[src/rtl/codec_clkrst_seq.sv]
module codec_clkrst_seq #(
  parameter int CLK_KHZ    = 200000,
  parameter int PLL_MS     = 10,
  parameter int LOCK_TO_MS = 20
) (
  input  logic       clk,
  input  logic       rst_n,
  input  logic       start,
  input  logic       clk_change_req,
  input  logic [2:0] clk_mode,
  input  logic       ain_en,
  input  logic       dl_en,
  input  logic       lock_mode,
  input  logic       dl_done,
  input  logic       pll_lock,
  input  logic       spi_ready,
  output logic       pdn_n,
  output logic       spi_cs,
  output logic       spi_valid,
  output logic [7:0] spi_data,
  output logic       dl_open,
  output logic       busy,
  output logic       ready,
  output logic       err
);
  localparam int MS_CYC  = CLK_KHZ;
  localparam int PLL_CYC = PLL_MS * CLK_KHZ;
  localparam int LTO_CYC = LOCK_TO_MS * CLK_KHZ;
  localparam int MAX_CYC = (PLL_CYC > LTO_CYC) ? PLL_CYC : LTO_CYC;
  localparam int TW      = $clog2(MAX_CYC + 1);

  typedef enum logic [3:0] {
    S_IDLE, S_PDW, S_AIN, S_CK0, S_CK1R, S_DLON, S_DLW, S_DLOPEN,
    S_DLOFF, S_CKREL, S_PLL, S_READY, S_ERR
  } st_t;

  st_t          st, nxt;
  logic [TW-1:0] tmr;
  logic         phase, gap;
  logic [2:0]   mode_q;
  logic         ain_q, dl_q, lkm_q, chg_q;
  logic         lk_ff1, lk_s;
  logic [7:0]   cmd, dat;
  logic         wr_st, hs, done, idle_like;

  assign wr_st = st inside {S_AIN, S_CK0, S_CK1R, S_DLON, S_DLOFF, S_CKREL};
  assign spi_valid = wr_st && !gap;
  assign spi_cs    = spi_valid;
  assign spi_data  = phase ? dat : cmd;
  assign hs        = spi_valid && spi_ready;
  assign done      = hs && phase;
  assign idle_like = (st == S_IDLE) || (st == S_ERR);

  assign pdn_n   = !idle_like;
  assign dl_open = (st == S_DLOPEN);
  assign ready   = (st == S_READY);
  assign err     = (st == S_ERR);
  assign busy    = !idle_like && !ready;

  always_comb begin
    cmd = 8'hC1;
    dat = 8'h00;
    case (st)
      S_AIN:   begin cmd = 8'hC0; dat = 8'h08; end
      S_CK0:   begin cmd = 8'hC0; dat = {1'b0, mode_q, ain_q, 3'b000}; end
      S_DLON:  begin cmd = 8'hCF; dat = 8'h01; end
      S_DLOFF: begin cmd = 8'hCF; dat = 8'h00; end
      S_CKREL: begin cmd = 8'hC1; dat = 8'h01; end
      default: ;
    endcase
  end

  always_comb begin
    nxt = st;
    case (st)
      S_IDLE, S_ERR: if (start) nxt = S_PDW;
      S_PDW:    if (tmr == TW'(MS_CYC - 1)) nxt = ain_q ? S_AIN : S_CK0;
      S_AIN:    if (done) nxt = S_CK0;
      S_CK0:    if (done) nxt = chg_q ? S_CKREL : S_CK1R;
      S_CK1R:   if (done) nxt = chg_q ? S_CK0 : (dl_q ? S_DLON : S_CKREL);
      S_DLON:   if (done) nxt = S_DLW;
      S_DLW:    if (tmr == TW'(MS_CYC - 1)) nxt = S_DLOPEN;
      S_DLOPEN: if (dl_done) nxt = S_DLOFF;
      S_DLOFF:  if (done) nxt = S_CKREL;
      S_CKREL:  if (done) nxt = S_PLL;
      S_PLL: begin
        if (!lkm_q) begin
          if (tmr == TW'(PLL_CYC - 1)) nxt = S_READY;
        end else if (lk_s) begin
          nxt = S_READY;
        end else if (tmr == TW'(LTO_CYC - 1)) begin
          nxt = S_ERR;
        end
      end
      S_READY:  if (clk_change_req) nxt = S_CK1R;
      default:  nxt = S_IDLE;
    endcase
  end

  always_ff @(posedge clk) begin
    if (!rst_n) begin
      st     <= S_IDLE;
      tmr    <= '0;
      phase  <= 1'b0;
      gap    <= 1'b0;
      mode_q <= '0;
      ain_q  <= 1'b0;
      dl_q   <= 1'b0;
      lkm_q  <= 1'b0;
      chg_q  <= 1'b0;
      lk_ff1 <= 1'b0;
      lk_s   <= 1'b0;
    end else begin
      st     <= nxt;
      tmr    <= (nxt != st) ? '0 : tmr + 1'b1;
      gap    <= done;
      lk_ff1 <= pll_lock;
      lk_s   <= lk_ff1;
      if (hs) phase <= !phase;
      if (idle_like && start) begin
        mode_q <= clk_mode;
        ain_q  <= ain_en;
        dl_q   <= dl_en;
        lkm_q  <= lock_mode;
        chg_q  <= 1'b0;
      end
      if (ready && clk_change_req) begin
        mode_q <= clk_mode;
        lkm_q  <= lock_mode;
        chg_q  <= 1'b1;
      end
    end
  end
endmodule

[config.mk]
export PLATFORM = sky130hd
export DESIGN_NAME = codec_clkrst_seq
export DESIGN_NICKNAME = d
export VERILOG_FILES = /design/src/rtl/codec_clkrst_seq.sv
export SDC_FILE = /design/constraint.sdc
export NUM_CORES = 1
export LEC_CHECK = 0
export BUFFER_PORTS_ARGS = -buffer_cell sky130_fd_sc_hd__buf_2
export CAP_MARGIN = 20
export CORE_MARGIN = 2
export CORE_UTILIZATION = 45
export CTS_CLUSTER_SIZE = 8
export DETAILED_ROUTE_END_ITERATION = 16
export PLACE_DENSITY_LB_ADDON = 0.08
export SYNTH_ARGS = -nofsm -noshare
export SYNTH_HDL_FRONTEND = slang
export SYNTH_SLANG_ARGS = --single-unit
[constraint.sdc]
create_clock -name clk -period 2.1 [get_ports clk]
set_input_delay 0.105 -clock clk [delete_from_list [all_inputs] [get_ports clk]]
set_output_delay 0.105 -clock clk [all_outputs]
set_load 0.01 [all_outputs]
==> key figures <==
Clock network
  – H-tree Lvls: 2
  – CTS Root Cell: clkbuf_8
  – Worst-Skew Late Latency: 0.29 ns
  – Clock buffer depth: 2
  – CTS Hold Bufs: 0
  – TritonCTS clock tree: done
  – Clk sink count: 37
  – Num CTS Buffers: 5
  – Clock transition at path regs: 0.08 ns

Floorplanning
  – Die height: 75.1 um
  – DIE WIDTH: ~75 um
  – Row cnt: 25
  – Die area: 0.00564 mm^2
  – Core Region: 0.00479 mm^2
  – Top Ports: 28
  – Initial Util: between 40% and 50%

Layout
  – Final Non-Filler Cells: 405
  – Layout cell share with drive strength beyond 1: 37.0%
  – FF+latch area: 747 um^2
  – Multi-input gate area: 0.00143 mm^2
  – Fillers: 429
  – Antenna fix cells: 0
  – Syn-to-layout area delta: 30.4%
  – Nets: 351
  – Design area: about 0.0030 mm^2

Setup path
  – CP Launch Type: flip-flop
  – WS Path Type: flip-flop to flip-flop
  – Crit. End Element: flip-flop
  – Crit-path cells: buf_12 -> and2b_1 -> a222oi_1 -> o32ai_1 -> a211o_1 -> o21a_1 -> o21ai_4 -> buf_4 -> buf_12 -> nor2_1
  – Worst EP required: 2.28 ns
  – CP most frequent cell: buf_12
  – Slowest stage delay, CP: approximately 0.36 ns
  – Crit Path Max Fanout: 11
  – Critical path buffers and inverters: 3
  – Slowest CP cell: dfxtp_4
  – Crit path DAT: 2.40 ns
  – Crit-path leading delay family: compound AO/OA/AOI/OAI gates

Detailed routing
  – Routed WL: 5690 um
  – Iteration-0 DRC Markers: 220
  – Wire length per cell: 14.0 um
  – Drt pass-1 iters: 7
  – Via count: 2133
  – DR vias/cell: 5.27
  – Drt drc: 0
  – Routed Antenna Nets: 0

Hold path
  – Hold Path Class: input port to flip-flop

Global routing
  – GRT Residual Overflow: 0
  – GRT Util Overall: 21.7%
  – Global-route wire length before repair: roughly 9500 um
  – Largest net degree at the start of global routing: 14
  – Vias in the first global route: 1985
  – Antenna violations before repair: 0

Power and ir drop
  – Static leakage: 1.22 nW
  – Power Dens Cells: 513 mW/mm^2
  – Peak supply drop: 0.470 mV

Timing
  – Final Hold Viols: 0
  – Final setup viols: 22
  – Clock Skew: around 0.0063 ns
  – Final slew viol count: 0
  – Slew Limit Headroom: 63.2%
  – Worst Max-Slew Pin Slew: 0.552 ns
  – F_max: 0.451 GHz
  – Final WS setup: -0.117 ns
  – Final setup TNS: -2.38 ns
  – RSZ-0062 raised after global routing: true
  – Fin crit share: 106%
  – Post-route minimum period: 2.22 ns

Synth
  – Ys flop type: dfxtp_1
  – EDFF count, synth: 0
  – Top-count cell post-synth: dfxtp_1
  – Post-synthesis sequential area ratio: between 30 and 40%
  – Library cells used by synthesis: 58
  – Top-area cell type share of the netlist area: roughly 33%
  – Synth warn: 0
  – Ranking of synthesized cells by area: dfxtp_1, xor2_1, nor2_2
  – Synth top cells by count: dfxtp_1, nand2_1, nor2_1
  – Syn Nets: 286
  – Synthesized area: 0.00227 mm^2
  – Area leader, netlist: dfxtp_1
  – Synth Register Bits: 37
  – Async SR Flop Fraction: 0%
  – Syn Area/Cell: ~8.4 um^2
  – Cells after Synth: 272

Placed design
  – Post-DP HPWL: 4090 um
  – Placed cell count: 392
  – Post-place setup slack: -0.115 ns
  – GP Congestion: 0.899
  – Placed instance area: 0.00270 mm^2
  – IO buf count: 27

Run
  – MaxCap Viol Count: 0

Outcome
  – Outcome: finished with violations
  – Violations in the final reports: negative setup slack
==> per-layer routing <==
layer / global-route usage [%] / routed length (um) / vias up
met3: 3.88 / 358 / 7
met1: 34.7 / 2880 / 976
met4: 4.76 / 47 / 0
met5: 0 / 0 / -
met2: 29.5 / 2410 / 73
li1: - / - / 1077
==> registers in the layout (all words and copies together) (netlist names) <==
register / flops
tmr: 22
st: 4
mode_q: 3
ain_q: 1
chg_q: 1
dl_q: 1
gap: 1
lk_ff1: 1
lk_s: 1
lkm_q: 1
phase: 1
==> area by class of cell <==
cell class,count,area share [%]
multi-input combinational,209,48.0
sequential,37,25.2
tap,67,2.83
inverter,10,1.52
clock inverter,2,1.31
clock buffer,6,2.45
timing repair buffer,74,18.7
==> cell usage in the layout (no fill, tap or decap), drive strengths merged, types with 2 or more instances in the layout <==
| cell type | count |
|---|---|
| buf | 73 |
| nor2 | 45 |
| dfxtp | 37 |
| nand2 | 25 |
| xor2 | 17 |
| nand3 | 12 |
| a21oi | 12 |
| inv | 10 |
| o21ai | 10 |
| nor3 | 8 |
| and3 | 8 |
| clkbuf | 7 |
| and2 | 6 |
| nand4 | 6 |
| and4 | 5 |
| xnor2 | 5 |
| mux2i | 4 |
| nor4 | 4 |
| a22o | 3 |
| or2b | 3 |
| nor2b | 3 |
| nor4b | 3 |
| nand2b | 2 |
| o22ai | 2 |
| nor3b | 2 |
| nor4bb | 2 |
| and3b | 2 |
| or3 | 2 |
| a22oi | 2 |
| o31a | 2 |
==> cell families (layout without fill, tap and decap cells) <==
| family | count (synthesis) | after routing | share of synthesized area, % |
|---|---|---|---|
| XOR/XNOR | 22 | 22 | 8.47 |
| flip-flops | 37 | 37 | 32.6 |
| multiplexers | 4 | 4 | 1.76 |
| AND/OR/NAND/NOR | 140 | 140 | 36.5 |
| AO/OA/AOI/OAI | 42 | 42 | 12.3 |
| buffers and inverters | 26 | 92 | 7.81 |
| adder cells (fa/ha/maj) | 1 | 1 | 0.550 |
==> final timing paths <==
check                               from      end  slack [ns]  cells after the start
worst min-delay path            pll_lock   lk_ff1        0.02                      2
worst max-delay path               st[2]  tmr[21]       -0.12                     10
worst min register to register    lk_ff1     lk_s        0.45                      1
worst max register to register     st[2]  tmr[21]       -0.12                     10
==> per-stage QoR <==
| stage | power [mW] | utilization, % | hold WS [ns] |
|---|---|---|---|
| after global placement | 0.883 | 56.4 | 0.315 |
| after detailed placement | 0.882 | 56.4 | 0.315 |
| final | 1.52 | 62.0 | 0.0228 |
| after floorplan | 0.832 | - | 0.227 |
| after CTS | 1.52 | 60.4 | 0.0144 |
| after global routing | 1.58 | 62.0 | 0.0263 |
==> power by group <==
part | internal (mW) | switching [mW]
registers | 0.714 | 0.0120
logic | 0.0877 | 0.0949
clock network | 0.356 | 0.256
total | 1.16 | 0.363
==> what timing repair did <==
action,in CTS,in global routing
setup endpoints to repair,22,22
buffers inserted,3,0
gates cloned,1,1
hold endpoints to repair,0,0
resized for setup,9,11
pin swaps,4,8
(Power assumes the default switching activity.)
